### config.mk
export PLATFORM = sky130hd
export DESIGN_NAME = swd_host_engine
export DESIGN_NICKNAME = d
export VERILOG_FILES = /design/src/rtl/swd_pkg.sv /design/src/rtl/swd_tick_gen.sv /design/src/rtl/swd_link_fsm.sv /design/src/rtl/swd_host_engine.sv
export SDC_FILE = /design/constraint.sdc
export NUM_CORES = 1
export LEC_CHECK = 0
export BUFFER_PORTS_ARGS = -buffer_cell sky130_fd_sc_hd__buf_2
export CAP_MARGIN = 30
export CORE_MARGIN = 3
export CORE_UTILIZATION = 49
export DETAILED_ROUTE_END_ITERATION = 12
export PLACE_DENSITY = 0.75
export SLEW_MARGIN = 20
export SYNTH_ARGS = -nofsm -noshare
export SYNTH_HDL_FRONTEND = slang
export SYNTH_SLANG_ARGS = --single-unit
export TNS_END_PERCENT = 100
### constraint.sdc
create_clock -name clk -period 5.4 [get_ports clk]
set_input_delay 0.54 -clock clk [delete_from_list [all_inputs] [get_ports clk]]
set_output_delay 0.54 -clock clk [all_outputs]
set_load 0.01 [all_outputs]
### src/rtl/swd_pkg.sv
package swd_pkg;

  localparam logic [2:0] ACK_OK    = 3'b001;
  localparam logic [2:0] ACK_WAIT  = 3'b010;
  localparam logic [2:0] ACK_FAULT = 3'b100;

  typedef enum logic [3:0] {
    ST_IDLE,
    ST_HDR,
    ST_TRN_A,
    ST_ACK,
    ST_TRN_W,
    ST_WDATA,
    ST_RDATA,
    ST_TRN_B,
    ST_BACKOFF,
    ST_TAIL
  } swd_state_e;

  // Header as shifted out, bit 0 leaves first.
  function automatic logic [7:0] hdr_lsb_first(input logic ap, input logic rnw,
                                               input logic [1:0] a);
    logic p;
    p = ap ^ rnw ^ a[0] ^ a[1];
    return {1'b1, 1'b0, p, a[1], a[0], rnw, ap, 1'b1};
  endfunction

  function automatic logic ack_is_known(input logic [2:0] a);
    return (a == ACK_OK) || (a == ACK_WAIT) || (a == ACK_FAULT);
  endfunction

endpackage

### src/rtl/swd_tick_gen.sv
module swd_tick_gen #(
  parameter int DIV_W = 8
) (
  input  logic             clk,
  input  logic             rst,
  input  logic             run,
  input  logic [DIV_W-1:0] div_half,
  output logic             swclk,
  output logic             rise_stb,
  output logic             fall_stb
);

  logic [DIV_W-1:0] cnt_q;
  logic             clk_q;
  logic             hit;

  assign hit      = run && (cnt_q == div_half);
  assign rise_stb = hit && !clk_q;
  assign fall_stb = hit && clk_q;
  assign swclk    = clk_q;

  always_ff @(posedge clk) begin
    if (rst || !run) begin
      cnt_q <= '0;
      clk_q <= 1'b0;
    end else if (hit) begin
      cnt_q <= '0;
      clk_q <= ~clk_q;
    end else begin
      cnt_q <= cnt_q + DIV_W'(1);
    end
  end

endmodule

### src/rtl/swd_link_fsm.sv
module swd_link_fsm
  import swd_pkg::*;
#(
  parameter int DATA_W      = 32,
  parameter int IDLE_CYCLES = 2
) (
  input  logic              clk,
  input  logic              rst,
  input  logic              rise_stb,
  input  logic              fall_stb,
  output logic              run,
  input  logic              req_valid,
  output logic              req_ready,
  input  logic              req_ap,
  input  logic              req_rnw,
  input  logic [1:0]        req_addr,
  input  logic [DATA_W-1:0] req_wdata,
  output logic              rsp_valid,
  output logic [2:0]        rsp_ack,
  output logic [DATA_W-1:0] rsp_rdata,
  output logic              rsp_par_err,
  output logic              rsp_line_reset,
  input  logic              swdio_i,
  output logic              swdio_o,
  output logic              swdio_oe
);

  localparam int BACKOFF_BITS = DATA_W + 2;
  localparam int MAX_BITS     = (BACKOFF_BITS > IDLE_CYCLES) ? BACKOFF_BITS : IDLE_CYCLES;
  localparam int CNT_W        = $clog2(MAX_BITS + 1);

  swd_state_e        state_q;
  logic [CNT_W-1:0]  bit_q;
  logic [CNT_W-1:0]  last_idx;
  logic [7:0]        hdr_sr;
  logic [DATA_W:0]   tx_sr;
  logic [DATA_W:0]   rx_sr;
  logic [2:0]        ack_sr;
  logic [2:0]        ack_q;
  logic              rnw_q;
  logic              rd_ok;

  assign run       = (state_q != ST_IDLE);
  assign req_ready = (state_q == ST_IDLE);
  assign rd_ok     = rnw_q && (ack_q == ACK_OK);

  always_comb begin
    case (state_q)
      ST_HDR:            last_idx = CNT_W'(7);
      ST_ACK:            last_idx = CNT_W'(2);
      ST_WDATA,
      ST_RDATA:          last_idx = CNT_W'(DATA_W);
      ST_BACKOFF:        last_idx = CNT_W'(BACKOFF_BITS - 1);
      ST_TAIL:           last_idx = CNT_W'(IDLE_CYCLES - 1);
      default:           last_idx = '0;
    endcase
  end

  always_ff @(posedge clk) begin
    if (rst) begin
      state_q        <= ST_IDLE;
      bit_q          <= '0;
      hdr_sr         <= '0;
      tx_sr          <= '0;
      rx_sr          <= '0;
      ack_sr         <= '0;
      ack_q          <= '0;
      rnw_q          <= 1'b0;
      swdio_o        <= 1'b0;
      swdio_oe       <= 1'b0;
      rsp_valid      <= 1'b0;
      rsp_ack        <= '0;
      rsp_rdata      <= '0;
      rsp_par_err    <= 1'b0;
      rsp_line_reset <= 1'b0;
    end else begin
      rsp_valid <= 1'b0;
      if (state_q == ST_IDLE) begin
        if (req_valid) begin
          hdr_sr   <= hdr_lsb_first(req_ap, req_rnw, req_addr);
          tx_sr    <= {^req_wdata, req_wdata};
          rnw_q    <= req_rnw;
          bit_q    <= '0;
          swdio_o  <= 1'b1;
          swdio_oe <= 1'b1;
          state_q  <= ST_HDR;
        end
      end else begin
        // sample on the system edge where the debug clock rises
        if (rise_stb) begin
          if (state_q == ST_ACK)   ack_sr <= {swdio_i, ack_sr[2:1]};
          if (state_q == ST_RDATA) rx_sr  <= {swdio_i, rx_sr[DATA_W:1]};
        end
        // advance one bit on the edge where the debug clock falls
        if (fall_stb) begin
          if (bit_q != last_idx) begin
            bit_q <= bit_q + CNT_W'(1);
            if (state_q == ST_HDR) begin
              hdr_sr  <= hdr_sr >> 1;
              swdio_o <= hdr_sr[1];
            end
            if (state_q == ST_WDATA) begin
              tx_sr   <= tx_sr >> 1;
              swdio_o <= tx_sr[1];
            end
          end else begin
            bit_q <= '0;
            case (state_q)
              ST_HDR: begin
                swdio_oe <= 1'b0;
                state_q  <= ST_TRN_A;
              end
              ST_TRN_A: state_q <= ST_ACK;
              ST_ACK: begin
                ack_q <= ack_sr;
                if (ack_sr == ACK_OK) begin
                  state_q <= rnw_q ? ST_RDATA : ST_TRN_W;
                end else if (ack_is_known(ack_sr)) begin
                  state_q <= ST_TRN_B;
                end else begin
                  state_q <= ST_BACKOFF;
                end
              end
              ST_TRN_W: begin
                swdio_oe <= 1'b1;
                swdio_o  <= tx_sr[0];
                state_q  <= ST_WDATA;
              end
              ST_RDATA: state_q <= ST_TRN_B;
              ST_WDATA,
              ST_TRN_B: begin
                swdio_oe <= 1'b1;
                swdio_o  <= 1'b0;
                state_q  <= ST_TAIL;
              end
              ST_TAIL: begin
                rsp_valid      <= 1'b1;
                rsp_ack        <= ack_q;
                rsp_rdata      <= rd_ok ? rx_sr[DATA_W-1:0] : '0;
                rsp_par_err    <= rd_ok && (^rx_sr);
                rsp_line_reset <= 1'b0;
                state_q        <= ST_IDLE;
              end
              ST_BACKOFF: begin
                rsp_valid      <= 1'b1;
                rsp_ack        <= ack_q;
                rsp_rdata      <= '0;
                rsp_par_err    <= 1'b0;
                rsp_line_reset <= 1'b1;
                state_q        <= ST_IDLE;
              end
              default: state_q <= ST_IDLE;
            endcase
          end
        end
      end
    end
  end

endmodule

### src/rtl/swd_host_engine.sv
module swd_host_engine #(
  parameter int DATA_W      = 32,
  parameter int DIV_W       = 8,
  parameter int IDLE_CYCLES = 2
) (
  input  logic              clk,
  input  logic              rst,
  input  logic [DIV_W-1:0]  div_half,
  input  logic              req_valid,
  output logic              req_ready,
  input  logic              req_ap,
  input  logic              req_rnw,
  input  logic [1:0]        req_addr,
  input  logic [DATA_W-1:0] req_wdata,
  output logic              rsp_valid,
  output logic [2:0]        rsp_ack,
  output logic [DATA_W-1:0] rsp_rdata,
  output logic              rsp_par_err,
  output logic              rsp_line_reset,
  output logic              swclk,
  output logic              swdio_o,
  output logic              swdio_oe,
  input  logic              swdio_i
);

  logic run;
  logic rise_stb;
  logic fall_stb;

  swd_tick_gen #(
    .DIV_W(DIV_W)
  ) u_tick (
    .clk     (clk),
    .rst     (rst),
    .run     (run),
    .div_half(div_half),
    .swclk   (swclk),
    .rise_stb(rise_stb),
    .fall_stb(fall_stb)
  );

  swd_link_fsm #(
    .DATA_W     (DATA_W),
    .IDLE_CYCLES(IDLE_CYCLES)
  ) u_fsm (
    .clk           (clk),
    .rst           (rst),
    .rise_stb      (rise_stb),
    .fall_stb      (fall_stb),
    .run           (run),
    .req_valid     (req_valid),
    .req_ready     (req_ready),
    .req_ap        (req_ap),
    .req_rnw       (req_rnw),
    .req_addr      (req_addr),
    .req_wdata     (req_wdata),
    .rsp_valid     (rsp_valid),
    .rsp_ack       (rsp_ack),
    .rsp_rdata     (rsp_rdata),
    .rsp_par_err   (rsp_par_err),
    .rsp_line_reset(rsp_line_reset),
    .swdio_i       (swdio_i),
    .swdio_o       (swdio_o),
    .swdio_oe      (swdio_oe)
  );

endmodule

==> results of run 1 <==
[sequential cells by signal, summed over array words and instances, names as in the netlist]
name,flops
u_fsm.hdr_sr,7
u_tick.cnt_q,8
u_fsm.bit_q,6
u_fsm.rnw_q,1
u_fsm.rsp_par_err,1
u_fsm.rsp_valid,1
u_fsm.ack_q,3
u_fsm.swdio_o,1
u_fsm.ack_sr,3
u_fsm.rsp_ack,3
u_fsm.tx_sr,33
u_fsm.rsp_rdata,32
u_fsm.state_q,4
u_fsm.rsp_line_reset,1
u_tick.swclk,1
u_fsm.rx_sr,33
u_fsm.swdio_oe,1
[layout make-up]
| type | instances | area (sq um) |
|---|---|---|
| fill | 1052 | 4878 |
| multi-input combinational | 547 | 3273 |
| sequential | 139 | 2783 |
| timing repair buffer | 95 | 513.0 |
| clock buffer | 18 | 429.2 |
| tap | 168 | 210.2 |
| clock inverter | 14 | 160.2 |
| inverter | 4 | 15.01 |
[layout by cell type, fill, tap and decap left out, types with 2 or more instances in the layout]
| cell | instances |
|---|---|
| a211oi_1 | 36 |
| a21oi_1 | 83 |
| a311oi_1 | 3 |
| and2_1 | 2 |
| and3_1 | 4 |
| buf_2 | 88 |
| buf_4 | 6 |
| bufinv_16 | 2 |
| clkbuf_16 | 17 |
| clkinv_4 | 2 |
| clkinvlp_4 | 3 |
| dfxtp_1 | 139 |
| ha_1 | 2 |
| inv_1 | 4 |
| inv_6 | 5 |
| mux2i_1 | 45 |
| nand2_1 | 147 |
| nand2b_1 | 5 |
| nand3_1 | 12 |
| nand3b_1 | 2 |
| nand4_1 | 5 |
| nor2_1 | 71 |
| nor2b_1 | 2 |
| nor3_1 | 3 |
| nor3b_1 | 3 |
| nor4_1 | 2 |
| o211ai_1 | 2 |
| o21a_1 | 2 |
| o21ai_0 | 7 |
| or3_1 | 5 |
| or4_1 | 2 |
| xnor2_1 | 68 |
| xor2_1 | 18 |
[final timing paths]
check                                         from                   to  slack [ns]  cells after the start
worst min register to register  u_fsm.rsp_rdata[0]   u_fsm.rsp_rdata[0]        0.45                      2
worst max-delay path              u_fsm.state_q[0]  u_fsm.rsp_rdata[27]        2.10                      8
worst min-delay path                       swdio_i      u_fsm.rx_sr[32]        0.40                      3
worst max register to register    u_fsm.state_q[0]  u_fsm.rsp_rdata[27]        2.10                      8
[routing by layer]
metal	part of all wire (%)	wire length, microns	track usage [%]	up-vias
li1	-	-	-	2637
met1	45	6154	24.52	2392
met2	47	6434	31.23	123
met3	5.8	783	6.315	18
met4	1.4	188	7.603	0
met5	0	0	0	-
[per-stage QoR]
stage / worst slack (ns) / power (mW) / cell area (sq um) / hold slack (ns) / utilization, %
floorplan: 2.893 / 1.357 / 6257 / 0.4456 / -
global placement: 2.366 / 1.415 / 6766 / 0.4366 / 55.18
detailed placement: 2.179 / 1.428 / 6794 / 0.4432 / 55.41
CTS: 2.122 / 2.582 / 7383 / 0.3781 / 60.21
global route: 1.768 / 2.661 / 7383 / 0.4128 / 60.21
finish: 2.105 / 2.560 / 7383 / 0.3957 / 60.21
[kinds of logic (layout without fill, tap and decap cells)]
group	after synthesis	count (layout)	synth area share (%)
mux	46	46	7.378
xor+xnor	87	87	12.40
fa+ha+maj	2	2	0.3999
buf+inv	54	131	3.579
simple gates	270	270	18.28
compound gates	142	142	13.50
flops	139	139	44.47
[power by group through the flow]
stage | registers [mW] | clock network (mW) | logic, mW
finish | 1.10 | 1.15 | 0.305
detailed placement | 1.12 | 0 | 0.307
global placement | 1.12 | 0 | 0.297
global route | 1.11 | 1.22 | 0.340
CTS | 1.10 | 1.17 | 0.308
floorplan | 1.11 | 0 | 0.247
[critical path: cells and delay by family (launching register included)]
family          cells  cell delay [ns]
flops               1             0.56
compound gates      2             0.77
simple gates        5             1.56
buf+inv             1             0.31
==> summary.txt, run 1 <==
Post-synth EDFFs: 0
Num CTS Buffers: 17
Setup Buffers After CTS: 0
#FFs+latches synth: 139
Power Dens Cells: 346.7 nW/um^2
Top cells by count, synth: nand2_1 (147), dfxtp_1 (139), a21oi_1 (83)
Global route overflow: 0
Avg Vias per Cell: 5.249
GPL Wtd Cong: 0.9016
Crit-path max FO: 37
Internal power: 1.898 mW
Final Skew: 0.007017 ns
P&R area growth vs syn: 18.00%
IO buf count: 89
Num ports: 90
Setup_tns: 0 ns
H-tree Lvls: 4
RSZ-0062 raised after global routing: false
Warnings from Yosys: 0
Startpoint types: flip-flop
Status: completed
CP Class: reg -> reg
Cts hold-fix bufs: 0
Syn avg cell area: 8.456 sq um
CTS Sinks: 139
Peak Freq: 303.4 MHz
Clock Latency Late Sink: 0.43 ns
Largest net degree at the start of global routing: 68
Share of cells above drive strength 1: 16.03%
First-pass GRT wire length: 22.94 mm
Post-DP HPWL: 9.146 mm
Flop pwr share: 43.0%
CP Data Required Time: 5.74 ns
P_sw: 0.6612 mW
Antenna violations before repair: 0
Worst-path clk slew: 0.06 ns
Setup-failing EPs final: 0
Max_slew headroom: 51.02%
Cells after Synth: 740
Mapped Nets: 790
Final hold violation count: 0
Post-synthesis sequential area ratio: 44.47%
Switching Fraction: 25.83%
Core area: 12260 sq um
Logic pwr share: 11.9%
Crit path arrival time: 3.64 ns
Diode count: 0
CTS max path bufs: 2
TritonCTS clock tree: yes
Tot GR Track Use: 19.54%
Final non-filler cell total: 985
Setup crit end kind: flip-flop
Distinct cells, synth: 43
Number of cell rows: 40
Hold Crit Class: in -> reg
Crit-path cells: nor3b_1 -> nand3_1 -> a222oi_1 -> nand4_2 -> buf_4 -> nor2_4 -> nand2_1 -> a21oi_1
Most frequent cell after synthesis: nand2_1
DR vias: 5170
Nets: 854
Die width: 119.0 microns
Post-Syn Area: 6257 sq um
Starting DRC count in detailed routing: 379
Post-Route WL: 13.56 mm
CTS root buf: clkbuf_16
Area share of the largest cell type after synthesis: 44.47%
Die Y: 119.0 microns
Maxcap violations: 0
P_leak: 2.913 nW
# DRC: 0
Slowest library cell on the worst path: nor2_4
Synth area leader: dfxtp_1
Drt first pass iters: 5
Top cells by area, synth: dfxtp_1 (44%), xnor2_1 (9.5%), nand2_1 (8.8%), mux2i_1 (7.2%), a21oi_1 (6.6%)
Ys flop type: dfxtp_1
Placed cell count: 953
Worst IR Drop VDD: 0.2522 mV
Worst-Margin Slew: 0.7329 ns
Clock power share: 45.1%
Remaining antenna violation count after routing: 0
Fin crit share: 61.03%
Vias in the first global route: 4964
Fin crit period: 3.295 ns
Post-synth ARST share: 0%
Max-slew violation count: 0
Crit-path max cell delay: 0.63 ns
Wire per inst: 13.77 microns
Resized cells post-CTS: 0
Initial Utilization: 51.03%
Die footprint: 14160 sq um
Power figures use the tool's default switching activity.
==> run 2: changes to the inputs <==
- PLACE_DENSITY: 0.75 -> 0.78
- clock period: 5.4 -> 2.7 ns (I/O delays scaled with it)
==> summary.txt, run 2 (same netlist as run 1, synthesis figures left out) <==
Commonest cells after routing, fill and taps aside: nand2_1 (147), dfxtp_1 (139), buf_2 (88) (unchanged)
Max_slew headroom: 57.49% (was 51.02%)
Status: completed (unchanged)
Wire per inst: 13.65 microns (was 13.77 microns)
CP Class: reg -> reg (unchanged)
Final core occ: 62.02% (was 60.21%)
Number of cell rows: 40 (unchanged)
Final Skew: 0.005668 ns (was 0.007017 ns)
CTS Sinks: 139 (unchanged)
Worst IR Drop VDD: 0.4310 mV (was 0.2522 mV)
Most common cell after layout, fill and taps aside: nand2_1 (unchanged)
# DRC: 0 (unchanged)
Placed cell count: 969 (was 953)
IO buf count: 89 (unchanged)
Die width: 119.0 microns (unchanged)
Max-slew violation count: 0 (unchanged)
Startpoint types: flip-flop (unchanged)
Total power: 5.214 mW (was 2.560 mW)
Setup ws final: 0.1551 ns (was 2.105 ns)
Worst-path clk slew: 0.06 ns (about the same)
Cts hold-fix bufs: 0 (unchanged)
Setup-failing EPs final: 0 (unchanged)
CTS max path bufs: 2 (unchanged)
Initial Utilization: 51.03% (unchanged)
Nets: 875 (was 854)
Crit-path max cell delay: 0.48 ns (was 0.63 ns)
First-pass GRT wire length: 23.43 mm (was 22.94 mm)
Die Y: 119.0 microns (unchanged)
Clock Latency Late Sink: 0.42 ns (was 0.43 ns)
Core area: 12260 sq um (unchanged)
Avg Vias per Cell: 5.288 (was 5.249)
DR vias: 5314 (was 5170)
Hold WS: 0.1265 ns (was 0.3957 ns)
Crit-path cells: nor3b_2 -> or4_1 -> a222oi_1 -> and2_1 -> mux2_1 -> a21oi_1 -> a311oi_1 (was nor3b_1 -> nand3_1 -> a222oi_1 -> nand4_2 -> buf_4 -> nor2_4 -> nand2_1 -> a21oi_1)
Setup_tns: 0 ns (unchanged)
Num ports: 90 (unchanged)
Post-DP HPWL: 8.976 mm (was 9.146 mm)
Post-Route WL: 13.72 mm (was 13.56 mm)
Drt first pass iters: 5 (unchanged)
Die footprint: 14160 sq um (unchanged)
Buf/Inv on CP: 0 (was 1)
Pre-CTS setup slack: 0.1288 ns (was 2.179 ns)
Biggest regs: u_fsm.rx_sr (33), u_fsm.tx_sr (33), u_fsm.rsp_rdata (32) (unchanged)
Power Dens Cells: 685.6 nW/um^2 (was 346.7 nW/um^2)
Global route overflow: 0 (unchanged)
Final Cell Area: 7605 sq um (was 7383 sq um)
Slowest library cell on the worst path: dfxtp_1 (was nor2_4)
Hold Crit Class: in -> reg (unchanged)
Fin crit period: 2.545 ns (was 3.295 ns)
Maxcap violations: 0 (unchanged)
Post-DP Area: 6957 sq um (was 6794 sq um)
Tot GR Track Use: 19.96% (was 19.54%)
Num CTS Buffers: 17 (unchanged)
Peak Freq: 392.9 MHz (was 303.4 MHz)
CP Data Required Time: 2.97 ns (was 5.74 ns)
P_leak: 3.046 nW (was 2.913 nW)
Share of cells above drive strength 1: 18.16% (was 16.03%)
Setup crit end kind: flip-flop (unchanged)
Diode count: 0 (unchanged)
TritonCTS clock tree: yes (unchanged)
Crit-path max FO: 8 (was 37)
Fin crit share: 94.26% (was 61.03%)
H-tree Lvls: 4 (unchanged)
GPL Wtd Cong: 0.8753 (was 0.9016)
Worst-Margin Slew: 0.6376 ns (was 0.7329 ns)
RSZ-0062 raised after global routing: false (unchanged)
Remaining antenna violation count after routing: 0 (unchanged)
Final non-filler cell total: 1005 (was 985)
Crit path max-delay family: simple AND/OR/NAND/NOR gates (unchanged)
P&R area growth vs syn: 21.54% (was 18.00%)
CTS root buf: clkbuf_16 (unchanged)
Vias in the first global route: 5084 (was 4964)
Final hold violation count: 0 (unchanged)
Antenna violations before repair: 0 (unchanged)
Starting DRC count in detailed routing: 327 (was 379)
Largest net degree at the start of global routing: 60 (was 68)
Crit path arrival time: 2.82 ns (was 3.64 ns)
run 2: path summary, 6_finish.rpt:
kind	startpoint	to	slack [ns]	depth (start not counted)
setup / recovery	u_fsm.state_q[3]	u_fsm.swdio_o	0.16	7
hold / removal	swdio_i	u_fsm.ack_sr[2]	0.13	3
setup reg to reg	u_fsm.state_q[3]	u_fsm.swdio_o	0.16	7
hold reg to reg	u_fsm.rsp_rdata[29]	u_fsm.rsp_rdata[29]	0.45	2
run 2: layer usage:
layer  global-route usage (%)  wire length (microns)  vias to the layer above
met3                    5.745                    728                       22
met4                    8.545                    239                        0
met2                    31.26                   6451                      126
met1                    25.68                   6301                     2488
li1                         -                      -                     2678
met5                        0                      0                        -
run 2: area by class of cell:
cell class,instances,area [sq um]
multi-input combinational,548,3287
inverter,4,15.01
clock buffer,20,456.7
sequential,139,2783
timing repair buffer,115,709.4
fill,1025,4657
tap,168,210.2
clock inverter,11,143.9
run 2: worst reg2reg max path, cell delays in order (launching register included):
cell	delay [ns]
dfxtp_1	0.48
nor3b_2	0.13
or4_1	0.40
a222oi_1	0.40
and2_1	0.42
mux2_1	0.38
a21oi_1	0.13
a311oi_1	0.06
run 2: power by group:
group | internal, mW | leakage [nW] | total, mW | switching [mW]
sequential | 2.14 | 1.13 | 2.20 | 0.0558
clock | 1.49 | 0.296 | 2.35 | 0.855
combinational | 0.314 | 1.62 | 0.670 | 0.356
run 2: timing repair:
action | 4_1_cts | 5_1_grt
hold endpoints to repair | 0 | 0
setup buffers | 0 | 4
setup endpoints to repair | 0 | 76
resized for setup | 0 | 2
==> run 3: changes to the inputs <==
- clock period: 2.7 -> 2.1 ns (I/O delays scaled with it)
==> summary.txt, run 3 (same netlist as run 1, synthesis figures left out) <==
Status: finished, violations left (was completed)
Failing checks: setup timing
Setup crit end kind: flip-flop (unchanged)
Vias in the first global route: 5328 (was 5084)
Most common cell after layout, fill and taps aside: nand2_1 (unchanged)
Biggest regs: u_fsm.rx_sr (33), u_fsm.tx_sr (33), u_fsm.rsp_rdata (32) (unchanged)
Max_slew headroom: 54.56% (was 57.49%)
Number of cell rows: 40 (unchanged)
Commonest cells after routing, fill and taps aside: nand2_1 (145), dfxtp_1 (135), buf_2 (88) (was nand2_1 (147), dfxtp_1 (139), buf_2 (88))
Drt first pass iters: 4 (was 5)
CP Class: reg -> reg (unchanged)
DR vias: 5553 (was 5314)
Worst-path clk slew: 0.06 ns (about the same)
Cts hold-fix bufs: 0 (unchanged)
Antenna violations before repair: 0 (unchanged)
P&R area growth vs syn: 34.79% (was 21.54%)
CP Data Required Time: 2.43 ns (was 2.97 ns)
Peak Freq: 427.2 MHz (was 392.9 MHz)
Core area: 12260 sq um (unchanged)
Post-DP HPWL: 9.435 mm (was 8.976 mm)
TritonCTS clock tree: yes (unchanged)
Max-slew violation count: 0 (unchanged)
Setup-failing EPs final: 129 (was 0)
Largest net degree at the start of global routing: 68 (was 60)
Clock Latency Late Sink: 0.42 ns (about the same)
Multi-input logic area: 3791 sq um (was 3287 sq um)
Diode count: 0 (unchanged)
First-pass GRT wire length: 25.35 mm (was 23.43 mm)
Wire per inst: 15.19 microns (was 13.65 microns)
Final Skew: 0.01332 ns (was 0.005668 ns)
Total power: 6.794 mW (was 5.214 mW)
Worst IR Drop VDD: 0.6139 mV (was 0.4310 mV)
Die Y: 119.0 microns (unchanged)
P_leak: 3.325 nW (was 3.046 nW)
Initial Utilization: 51.03% (unchanged)
Startpoint types: flip-flop (unchanged)
Fin crit period: 2.341 ns (was 2.545 ns)
Post-Route WL: 15.83 mm (was 13.72 mm)
Global route overflow: 0 (unchanged)
Fin crit share: 111.5% (was 94.26%)
# DRC: 0 (unchanged)
IO buf count: 89 (unchanged)
Starting DRC count in detailed routing: 288 (was 327)
RSZ-0062 raised after global routing: true (was false)
Tot GR Track Use: 21.54% (was 19.96%)
Nets: 912 (was 875)
Num CTS Buffers: 17 (unchanged)
Worst-Margin Slew: 0.6816 ns (was 0.6376 ns)
Num ports: 90 (unchanged)
CTS Sinks: 139 (unchanged)
CTS max path bufs: 2 (unchanged)
GPL Wtd Cong: 0.8749 (was 0.8753)
# fillers: 923 (was 1025)
Maxcap violations: 0 (unchanged)
Pre-CTS setup slack: -0.2905 ns (was 0.1288 ns)
H-tree Lvls: 4 (unchanged)
Share of cells above drive strength 1: 32.49% (was 18.16%)
Die footprint: 14160 sq um (unchanged)
Remaining antenna violation count after routing: 0 (unchanged)
Final core occ: 68.79% (was 62.02%)
Setup ws final: -0.2409 ns (was 0.1551 ns)
Avg Vias per Cell: 5.329 (was 5.288)
Final hold violation count: 0 (unchanged)
Placed cell count: 1004 (was 969)
Power Dens Cells: 805.6 nW/um^2 (was 685.6 nW/um^2)
Crit path arrival time: 2.68 ns (was 2.82 ns)
Hold Crit Class: in -> reg (unchanged)
Setup_tns: -16.98 ns (was 0 ns)
CTS root buf: clkbuf_16 (unchanged)
Die width: 119.0 microns (unchanged)
Crit-path max FO: 6 (was 8)
Register area: 2790 sq um (was 2783 sq um)
Final non-filler cell total: 1042 (was 1005)
## run 3: cell count changes in the layout (fill, tap and decap cells not counted), sizes merged
cell	previous run	this run
buf	115	150
bufinv	3	0
clkbuf	20	27
clkinv	6	4
clkinvlp	1	2
inv	5	4
## run 3: what timing repair did
item                                    in CTS  in global routing
cloned                                       4                  2
gates resized for setup                     71                 57
pin swaps                                    6                  4
endpoints found under the setup margin     130                129
setup buffers                                1                  0
## run 3: cell type report
type / count / area share [%]
clock inverters: 6 / 0.4599
inverters: 4 / 0.1780
clock buffers: 25 / 5.874
well taps: 168 / 2.492
flip-flops and latches: 139 / 33.08
multi-input cells: 548 / 44.95
repair buffers: 152 / 12.97
## run 3: worst paths after layout
check                      from                  to  slack, ns  depth (start not counted)
max            u_fsm.state_q[0]     u_fsm.tx_sr[20]      -0.24                          8
min                     swdio_i     u_fsm.ack_sr[2]       0.08                          3
max reg2reg    u_fsm.state_q[0]     u_fsm.tx_sr[20]      -0.24                          8
min reg2reg  u_fsm.rsp_rdata[0]  u_fsm.rsp_rdata[0]       0.45                          2
## run 3: power by group
| part | leakage [nW] | switching (mW) | internal (mW) |
|---|---|---|---|
| logic | 1.93 | 0.651 | 0.586 |
| registers | 1.13 | 0.0985 | 2.75 |
| clock network | 0.259 | 1.09 | 1.62 |
| total | 3.32 | 1.83 | 4.96 |
## run 3: per-layer routing
metal  wire [microns]  track usage [%]
met3              920            6.505
met1             6809            27.75
met2             7814            34.65
met5                0                0
met4              282            6.734
## run 3: worst max-delay path: stages (launching register included)
cell	delay, ns
dfxtp_2	0.33
nor3b_4	0.15
or4_1	0.40
a222oi_1	0.38
buf_4	0.21
and2_4	0.22
o21ai_4	0.14
clkbuf_16	0.21
a211oi_2	0.21
## run 3: per-stage QoR
stage | hold slack, ns | instance area (sq um)
after floorplan | 0.3505 | 6464
after global placement | 0.4365 | 7311
after detailed placement | 0.4433 | 7311
after CTS | 0.06745 | 8158
after global routing | 0.09601 | 8434
final | 0.07779 | 8434
